File: src/rtl/casc_div_pkg.sv
package casc_div_pkg;
  function automatic int floor_ratio(int cells);
    return 1 << (cells - 1);
  endfunction

  function automatic int ceil_ratio(int cells);
    return (1 << (cells + 1)) - 1;
  endfunction
endpackage

File: src/rtl/casc_div_cell.sv
module casc_div_cell (
  input  logic clk_i,
  input  logic rst_ni,
  input  logic en_i,
  input  logic prog_i,
  input  logic mod_i,
  output logic out_o,
  output logic mod_o
);
  logic [1:0] cnt_q;
  logic [1:0] last;
  logic       at_last;

  // swallow one extra input event when programmed and asked to
  assign last    = (prog_i && mod_i) ? 2'd2 : 2'd1;
  assign at_last = (cnt_q >= last);
  assign out_o   = en_i && at_last;
  assign mod_o   = mod_i && at_last;

  always_ff @(posedge clk_i or negedge rst_ni) begin
    if (!rst_ni)   cnt_q <= 2'd0;
    else if (en_i) cnt_q <= at_last ? 2'd0 : cnt_q + 2'd1;
  end
endmodule

File: src/rtl/casc_div_ratio.sv
module casc_div_ratio #(
  parameter int CELLS = 6,
  localparam int RW = CELLS + 1
) (
  input  logic          clk_i,
  input  logic          rst_ni,
  input  logic          load_i,
  input  logic [RW-1:0] ratio_i,
  output logic [RW-1:0] ratio_o
);
  import casc_div_pkg::*;
  localparam logic [RW-1:0] FLOOR = RW'(floor_ratio(CELLS));

  logic [RW-1:0] ratio_q;

  always_ff @(posedge clk_i or negedge rst_ni) begin
    if (!rst_ni)     ratio_q <= FLOOR;
    else if (load_i) ratio_q <= (ratio_i < FLOOR) ? FLOOR : ratio_i;
  end

  assign ratio_o = ratio_q;
endmodule

File: src/rtl/casc_div_chain.sv
module casc_div_chain #(
  parameter int CELLS = 6,
  localparam int RW = CELLS + 1
) (
  input  logic          clk_i,
  input  logic          rst_ni,
  input  logic          run_i,
  input  logic [RW-1:0] ratio_i,
  output logic          wrap_o
);
  logic             bypass;
  logic [CELLS-1:0] en;
  logic [CELLS-1:0] fire;
  logic [CELLS-1:0] mod_in;
  logic [CELLS-1:0] mod_out;

  // top ratio bit clear: drop the top cell, the next one closes the period
  assign bypass = !ratio_i[CELLS];

  for (genvar k = 0; k < CELLS; k++) begin : g_cell
    if (k == 0) begin : g_en_first
      assign en[k] = run_i;
    end else if (k == CELLS - 1) begin : g_en_top
      assign en[k] = fire[k-1] && !bypass;
    end else begin : g_en_mid
      assign en[k] = fire[k-1];
    end

    if (k == CELLS - 1) begin : g_mod_top
      assign mod_in[k] = 1'b1;
    end else if (k == CELLS - 2) begin : g_mod_sub
      assign mod_in[k] = bypass || mod_out[k+1];
    end else begin : g_mod_mid
      assign mod_in[k] = mod_out[k+1];
    end

    casc_div_cell u_cell (
      .clk_i  (clk_i),
      .rst_ni (rst_ni),
      .en_i   (en[k]),
      .prog_i (ratio_i[k]),
      .mod_i  (mod_in[k]),
      .out_o  (fire[k]),
      .mod_o  (mod_out[k])
    );
  end

  // period end: selected top cell fires while the modulus chain is aligned
  assign wrap_o = mod_out[0] && (bypass ? fire[CELLS-2] : fire[CELLS-1]);
endmodule

File: src/rtl/casc_div.sv
module casc_div #(
  parameter int CELLS = 6,
  localparam int RW = CELLS + 1
) (
  input  logic          clk_i,
  input  logic          rst_ni,
  input  logic [RW-1:0] ratio_i,
  output logic          div_o
);
  logic          start_q;
  logic          wrap;
  logic          load;
  logic [RW-1:0] ratio_cur;

  // first edge after reset only captures the ratio
  always_ff @(posedge clk_i or negedge rst_ni) begin
    if (!rst_ni) begin
      start_q <= 1'b1;
      div_o   <= 1'b0;
    end else begin
      start_q <= 1'b0;
      div_o   <= wrap;
    end
  end

  assign load = start_q || wrap;

  casc_div_ratio #(.CELLS(CELLS)) u_ratio (
    .clk_i   (clk_i),
    .rst_ni  (rst_ni),
    .load_i  (load),
    .ratio_i (ratio_i),
    .ratio_o (ratio_cur)
  );

  casc_div_chain #(.CELLS(CELLS)) u_chain (
    .clk_i   (clk_i),
    .rst_ni  (rst_ni),
    .run_i   (!start_q),
    .ratio_i (ratio_cur),
    .wrap_o  (wrap)
  );
endmodule

File: config.mk
export PLATFORM = sky130hd
export DESIGN_NAME = casc_div
export DESIGN_NICKNAME = d
export VERILOG_FILES = /design/src/rtl/casc_div_pkg.sv /design/src/rtl/casc_div_cell.sv /design/src/rtl/casc_div_ratio.sv /design/src/rtl/casc_div_chain.sv /design/src/rtl/casc_div.sv
export SDC_FILE = /design/constraint.sdc
export NUM_CORES = 1
export LEC_CHECK = 0
export BUFFER_PORTS_ARGS = -buffer_cell sky130_fd_sc_hd__buf_2
export CAP_MARGIN = 10
export CORE_MARGIN = 5
export CORE_UTILIZATION = 60
export DETAILED_ROUTE_END_ITERATION = 12
export GPL_ROUTABILITY_DRIVEN = 0
export MAX_ROUTING_LAYER = met4
export PLACE_DENSITY = 0.8
export SLEW_MARGIN = 5
export SYNTH_ARGS = -nofsm -noshare
export SYNTH_HDL_FRONTEND = slang
export SYNTH_HIERARCHICAL = 1
export SYNTH_SLANG_ARGS = --single-unit
File: constraint.sdc
create_clock -name clk_i -period 16.5 [get_ports clk_i]
set_input_delay 1.65 -clock clk_i [delete_from_list [all_inputs] [get_ports clk_i]]
set_output_delay 1.65 -clock clk_i [all_outputs]
set_load 0.1 [all_outputs]
==> flow_summary.ini, run 1 <==
[clocking]
root_buffer = clkbuf_4
cts_made_buffers = 3
cts-resized-gates = 0
h-tree-depth = 1
clk_pin_slew_worst_paths_ns = 0.11
cts.sink_count = 21
postCtsHoldBufs = 0
clk_path_buf_depth = 2
cts_setup_buffers = 0
cts_tree = built
insertion_delay_ns = 0.30

[worst_setup_path]
cp.arrival_ns = 7.88
timing.critical_path.buf_inv = 0
crit_path_max_fanout = 13
end_kind = register
cpMaxStageDelayCell = dfstp_2
path_depth = 41
path_delay_family = simple AND/OR/NAND/NOR gates
crit_required_ns = 16.70
critPathMostFrequentCell = nor2b_1
crit_type = register to register
setup.worst_path.start_class = register
max_stage_delay_ns = 0.55
reg2regPathDepth = 41

[pwr]
comb_power_share = 0.585
power_frac_seq = 0.312
power.internal_mw = 0.144
p_clk_frac = 0.103
p_sw_mw = 0.0958
powerDensity_mw_per_mm2 = 170
ir_drop_uv = 109
swShare = 0.400
p_leak_nw = 0.700

[die]
rows = 17
start_util = 0.612
core_mm2 = 0.00215
die_h_um = 56.8
ios = 10
dieArea_mm2 = 0.00323
fp.dieW_um = 56.8

[yosys]
ys_seq_area_frac = 0.402
ys_types = 20
synth_warnings = 6
synthCells = 134
synth_top_area_cell = dfrtp_1
async_flop_share = 1.00
netlist_top_cells_count = dfrtp_1 (19), inv_1 (19), ha_1 (18), nand2_1 (17), nor2b_1 (13)
synth_edf_count = 0
synth.top_cells.by_area = dfrtp_1 (36%), ha_1 (17%), nand2b_4 (6.3%)
syn_avg_cell_area_um2 = 9.81
ys_ff_latch = 21
syn_area_mm2 = 0.00132
yosysTopAreaCellShare = 0.362
synthFlopType = dfrtp_1

[routing]
vias_per_cell = 5.08
num_vias = 889
ant_nets = 0
drt-wirelength-per-cell_um = 12.6
drc = 0
drt_iter0_markers = 13
drtPass1Iterations = 3
finalWirelength_um = 2200

[layout]
syn_to_final_growth_pct = 7.52
drive_above_1_share = 0.190
nNetsFinal = 175
fill_cells = 176
diodes = 0

[worst_hold_path]
hp-class = register to register
holdPathStages = 2

[timing]
finalSetupTns_ns = 0
hold_viol = 0
fin_crit_sh = 0.465
fmax_mhz = 130
fin_hold_ws_ns = 0.520
fin_skew_ns = 0.00274
min_period_ns = 7.68
final_max_slew_viol_count = 0
rsz0062_at_grt = no
setup_viol = 0

[global_route]
grt_pass1_wl_um = 3800
grt_pass1_vias = 984
antenna_found_initial = 0
grt_overflow = 0
grt_max_degree = 22
grt_usage = 0.158

[job]
drv_cap = 0

[place]
io_buffers = 9
dp_hpwl_um = 1750

[run_status]
status = finished clean
[layout by cell type (no fill, tap or decap), drive strengths merged]
cell type and instances:
a21oi 6, a31o 6, a31oi 1, and2 1, buf 9, clkbuf 4, conb 3, dfrtp 19
dfstp 2, ha 18, inv 19, mux2 1, mux2i 1, nand2 17, nand2b 7, nor2 8
nor2b 13, o21ai 6, o22ai 5, or2 1
[state kept, by name (all words and copies together) (netlist names)]
signal / flops
start_q: 1
u_chain/g_cell.u_cell/cnt_q: 12
div_o: 1
u_ratio/ratio_o: 7
[logic make-up (layout without fill, tap and decap cells)]
logic type,after synthesis,after routing,share of synthesized area
buffers and inverters,20,32,0.0628
flip-flops,21,21,0.402
other,2,3,0.00571
multiplexers,2,2,0.0162
adder cells (fa/ha/maj),18,18,0.171
AO/OA/AOI/OAI,24,24,0.131
AND/OR/NAND/NOR,47,47,0.211
[final cells by class]
type	count	area, µm²	area share
Clock buffer	4	26.3	0.0186
Inverter	19	71.3	0.0504
Multi-Input combinational cell	94	708	0.501
Sequential cell	21	528	0.373
Tap cell	28	35.0	0.0248
Timing Repair Buffer	9	45.0	0.0319
[final timing paths]
check                                         from                           endpoint  slack [ns]
worst max register to register  u_ratio/ratio_o[5]                 u_ratio/ratio_o[6]        8.82
worst min-delay path            u_ratio/ratio_o[5]                 u_ratio/ratio_o[5]        0.52
max in group asynchronous                   rst_ni                 u_ratio/ratio_o[5]       14.88
min in group asynchronous                   rst_ni  u_chain/g_cell[1].u_cell/cnt_q[0]        1.28
worst min register to register  u_ratio/ratio_o[5]                 u_ratio/ratio_o[5]        0.52
worst max-delay path            u_ratio/ratio_o[5]                 u_ratio/ratio_o[6]        8.82
[worst min-delay path: stages (launching register included)]
cell and delay, ns:
dfstp_2 0.39, nor2_1 0.09, a31oi_1 0.05
[power by group through the flow]
stage | Combinational, mW | Clock [mW] | Sequential, mW
detailed placement | 0.142 | 0 | 0.0758
global placement | 0.129 | 0 | 0.0749
finish | 0.140 | 0.0248 | 0.0748
global route | 0.161 | 0.0281 | 0.0761
CTS | 0.142 | 0.0259 | 0.0745
floorplan | 0.116 | 0 | 0.0742
[metal layers]
layer	up-vias	GRT usage	wire [µm]
li1	463	-	-
met1	397	0.157	940
met2	19	0.269	1080
met3	10	0.0253	71
met4	0	0.129	114
met5	-	-	0
[per-stage QoR]
step	instances	utilization	setup WS (ns)	power, mW	instance area (µm²)
2_1_floorplan	135	-	9.97	0.190	1320
3_3_place_gp	171	0.646	9.16	0.203	1390
3_5_place_dp	171	0.646	8.89	0.217	1390
4_1_cts	175	0.658	8.81	0.242	1410
5_1_grt	175	0.658	8.09	0.265	1410
6_report	175	0.658	8.82	0.240	1410
No activity file was read; power rests on OpenSTA's default activity.
==> inputs of run 2 (changes only) <==
CORE_UTILIZATION = 53   (was 60)
PLACE_DENSITY = 0.74   (was 0.8)
clock period = 6.2 ns   (was 16.5 ns; I/O delays follow)
==> run 2 against run 1 <==
Effect of this change: the run now ends with negative setup slack left; via count grew 22%; clock power grew to 2.8 times the previous value; core utilization grew 13 points; critical path depth shrank 1; combinational power grew to 5.3 times the previous value; setup slack lost 9.0 ns; first-iteration DRC count grew 31%; global-route usage grew 2.7 points; sequential share of layout area shrank 10 points.
==> flow_summary.ini, run 2 (synthesis gave the netlist of run 1 again) <==
[run_status]
status = finished, violations left
violations = negative setup slack

[layout]
drive_above_1_share = 0.517
nNetsFinal = 204
final_common_cell = buf_4
largest_register = u_chain/g_cell.u_cell/cnt_q
diodes = 0
syn_to_final_growth_pct = 46.6
instances_no_fill = 206
most-common-layout-cells = buf_4 (26), inv_1 (19), dfrtp_1 (19), ha_1 (11)
largest_reg_flops = 12

[timing]
fin_skew_ns = 0.00883
final_max_slew_viol_count = 0
hold_viol = 0
fin_crit_sh = 1.03
finalSetupTns_ns = -1.25
min_period_ns = 6.40
worst_slack_ns = -0.203
rsz0062_at_grt = yes
setup_viol = 7
fmax_mhz = 156

[clocking]
cts_made_buffers = 3
cts_tree = built
root_buffer = clkbuf_4
insertion_delay_ns = 0.31
h-tree-depth = 1
clk_pin_slew_worst_paths_ns = 0.13
clk_path_buf_depth = 2
cts.sink_count = 21

[worst_setup_path]
crit_type = register to register
cpMaxStageDelayCell = dfstp_2
crit_path_max_fanout = 5
setup.worst_path.start_class = register
cp.arrival_ns = 6.60
max_stage_delay_ns = 0.55
crit_required_ns = 6.40
critPathMostFrequentCell = nor2b_4
end_kind = register

[global_route]
met3_usage = 0.0259
grt-busiest-layer = met2
globalRouteMet1Util = 0.220
antenna_found_initial = 0
grt_pass1_vias = 1138
grt_overflow = 0
grt_max_degree = 22
grt_usage = 0.185
grt_pass1_wl_um = 4890
use_met2 = 0.316

[routing]
drt-wirelength-per-cell_um = 14.5
vias_per_cell = 5.25
drt_iter0_markers = 17
finalWirelength_um = 2990
ant_nets = 0
num_vias = 1082
drc = 0
drtPass1Iterations = 4

[place]
place_inst = 187
dp_hpwl_um = 1910
io_buffers = 9
dp_slack_ns = -0.384

[pwr]
powerDensity_mw_per_mm2 = 527
finalPower_mw = 1.02
p_leak_nw = 0.936
ir_drop_uv = 447

[die]
die_h_um = 59.8
core_mm2 = 0.00243
fp.dieW_um = 59.8
rows = 18
dieArea_mm2 = 0.00358
ios = 10
start_util = 0.541

[worst_hold_path]
hp-class = input pin to async pin

[job]
drv_cap = 0
-- run 2: changes by cell type in the layout (fill, tap and decap cells not counted), sizes merged --
cell	change
buf	+29
-- run 2: metal layers --
metal | routed length (µm) | vias to the layer above
li1 | - | 522
met1 | 1200 | 527
met2 | 1630 | 27
met3 | 113 | 6
met4 | 39 | 0
met5 | 0 | -
-- run 2: metrics by stage --
stage                     utilization  area (µm²)  hold WS, ns
final                           0.793        1930        0.236
after global routing            0.793        1930        0.262
after CTS                       0.735        1790        0.268
after detailed placement        0.647        1570        0.493
after global placement          0.647        1570        0.484
after floorplan                     -        1400        0.324
-- run 2: what timing repair did --
action                     CTS  global route
buffers inserted            12             9
setup endpoints to repair    7            10
resized for setup           17            23
hold buffers                 0             0
hold endpoints to repair     0             0
pin swaps                   14            18
-- run 2: power by group --
group | switching (mW) | internal [mW] | total (mW) | leakage (nW)
Combinational | 0.326 | 0.416 | 0.742 | 0.659
Clock | 0.0440 | 0.0251 | 0.0692 | 0.0150
Sequential | 0.0243 | 0.180 | 0.205 | 0.261
Total | 0.395 | 0.622 | 1.02 | 0.936
-- run 2: final cells by class --
class                   instances  area [µm²]
clock buffers                   4        26.3
fillers                       134         504
inverters                      19        71.3
multi-input cells              94         991
flip-flops and latches         21         528
well taps                      30        37.5
repair buffers                 38         274
-- run 2: path summary, 6_finish.rpt --
kind	cells after the start	slack (ns)	endpoint	startpoint
max	40	-0.20	u_ratio/ratio_o[6]	u_ratio/ratio_o[5]
min	1	0.24	u_chain/g_cell[2].u_cell/cnt_q[0]	rst_ni
min in group clk_i	2	0.48	u_ratio/ratio_o[5]	ratio_i[6]
max in group asynchronous	1	5.61	u_ratio/ratio_o[5]	rst_ni
min reg2reg	2	0.60	u_ratio/ratio_o[1]	u_ratio/ratio_o[1]
max reg2reg	40	-0.20	u_ratio/ratio_o[6]	u_ratio/ratio_o[5]
-- run 2: critical path: cells and delay by family, from the launching register on --
family	cells	cell delay, ns
simple gates	25	3.20
fa+ha+maj	6	1.63
flops	1	0.55
mux	2	0.40
compound gates	6	0.37
buf+inv	1	0.13
==> inputs of run 3 (changes only) <==
SKIP_LAST_GASP = 1   (was unset)
==> run 3 against run 2 <==
Effect of this change: the flow still finishes with violations (negative setup slack); die area unchanged; sequential share of layout area grew 0.31 points; worst hold slack better by 0.0056 ns; maximum frequency is essentially flat; core utilization shrank 0.87 points; design area down 1.1%; via count shrank 1.9%; clock-buffer cell count stayed put; combinational power hardly changed; final cell count shrank 0.49%; routed wire length up 3.7%; critical path depth up 1; critical path type unchanged; largest cell class unchanged; highest routed layer unchanged.
==> flow_summary.ini, run 3 (synthesis gave the netlist of run 1 again) <==
[run_status]
status = finished, violations left
violations = negative setup slack

[place]
placed_cell_area_mm2 = 0.00157
dp_hpwl_um = 1910
io_buffers = 9
dp_slack_ns = -0.384
place_inst = 187

[worst_setup_path]
path_delay_family = simple AND/OR/NAND/NOR gates
crit_path_max_fanout = 5
crit_type = register to register
timing.critical_path.buf_inv = 0
max_stage_delay_ns = 0.55
end_kind = register
crit_required_ns = 6.40
cpMaxStageDelayCell = dfstp_2
critPathMostFrequentCell = nor2b_4
setup.worst_path.start_class = register
cp.arrival_ns = 6.61

[die]
ios = 10
start_util = 0.541
die_h_um = 59.8
fp.dieW_um = 59.8
core_mm2 = 0.00243
rows = 18
dieArea_mm2 = 0.00358

[timing]
fin_crit_sh = 1.03
final_max_slew_viol_count = 0
fin_skew_ns = 0.00743
fin_hold_ws_ns = 0.242
worst_slack_ns = -0.209
setup_viol = 7
rsz0062_at_grt = yes
hold_viol = 0
min_period_ns = 6.41
fmax_mhz = 156

[global_route]
grt_pass1_wl_um = 4850
grt_max_degree = 22
antenna_found_initial = 0
grt_pass1_vias = 1134
grt_usage = 0.183
grt_overflow = 0

[clocking]
root_buffer = clkbuf_4
cts_made_buffers = 3
clk_path_buf_depth = 2
cts.sink_count = 21
h-tree-depth = 1
cts_tree = built
clk_pin_slew_worst_paths_ns = 0.12
postCtsHoldBufs = 0
insertion_delay_ns = 0.31

[routing]
ant_nets = 0
drt_iter0_markers = 20
vias_per_cell = 5.18
drt-wirelength-per-cell_um = 15.1
drc = 0
num_vias = 1061
finalWirelength_um = 3100
drtPass1Iterations = 4

[layout]
drive_above_1_share = 0.509
nNetsFinal = 203
syn_to_final_growth_pct = 45.0
largest_reg_flops = 12
most-common-layout-cells = buf_4 (26), inv_1 (19), dfrtp_1 (19), ha_1 (12)
design_area_mm2 = 0.00191
fill_cells = 139
diodes = 0
final_common_cell = buf_4
utilization = 0.784
instances_no_fill = 205
largest_register = u_chain/g_cell.u_cell/cnt_q

[pwr]
ir_drop_uv = 471
powerDensity_mw_per_mm2 = 532
p_leak_nw = 0.929

[worst_hold_path]
hp-class = input pin to async pin

[job]
drv_cap = 0
## run 3: cell type report
type                    count  area (µm²)  area share
clock buffers               4        26.3      0.0138
well taps                  30        37.5      0.0197
flip-flops and latches     21         528       0.277
repair buffers             37         263       0.138
multi-input cells          94         981       0.514
inverters                  19        71.3      0.0374
## run 3: stage by stage
step	TNS [ns]	total power, mW
after CTS	-0.953	0.902
after floorplan	0	0.589
after global routing	-3.74	1.10
final	-1.08	1.01
after global placement	-0.954	0.704
after detailed placement	-2.53	0.747
## run 3: worst paths after layout
path | endpoint | from | cells after the start | slack, ns
hold reg to reg | u_ratio/ratio_o[2] | u_ratio/ratio_o[2] | 2 | 0.59
max in group asynchronous | u_ratio/ratio_o[5] | rst_ni | 1 | 5.60
setup reg to reg | u_ratio/ratio_o[6] | u_ratio/ratio_o[5] | 41 | -0.21
hold / removal | u_chain/g_cell[2].u_cell/cnt_q[0] | rst_ni | 1 | 0.24
setup / recovery | u_ratio/ratio_o[6] | u_ratio/ratio_o[5] | 41 | -0.21
min in group clk_i | u_ratio/ratio_o[5] | ratio_i[6] | 2 | 0.48
## run 3: what timing repair did
action / 4_1_cts / 5_1_grt
resized for setup: 15 / 22
pin swaps: 13 / 20
buffers inserted: 12 / 8
cloned: 0 / 0
setup endpoints to repair: 7 / 10
endpoints found under the hold margin: 0 / 0
## run 3: power breakdown
group / switching (mW) / total (mW) / internal [mW]
sequential: 0.0216 / 0.202 / 0.180
clock: 0.0435 / 0.0686 / 0.0251
combinational: 0.334 / 0.743 / 0.410
## run 3: routing by layer
| layer | part of all wire | wire length, µm | track usage |
|---|---|---|---|
| met3 | 0.031 | 95 | 0.0259 |
| met2 | 0.51 | 1590 | 0.318 |
| met4 | 0.019 | 58 | 0.0665 |
| met1 | 0.44 | 1350 | 0.212 |
| met5 | 0 | 0 | - |
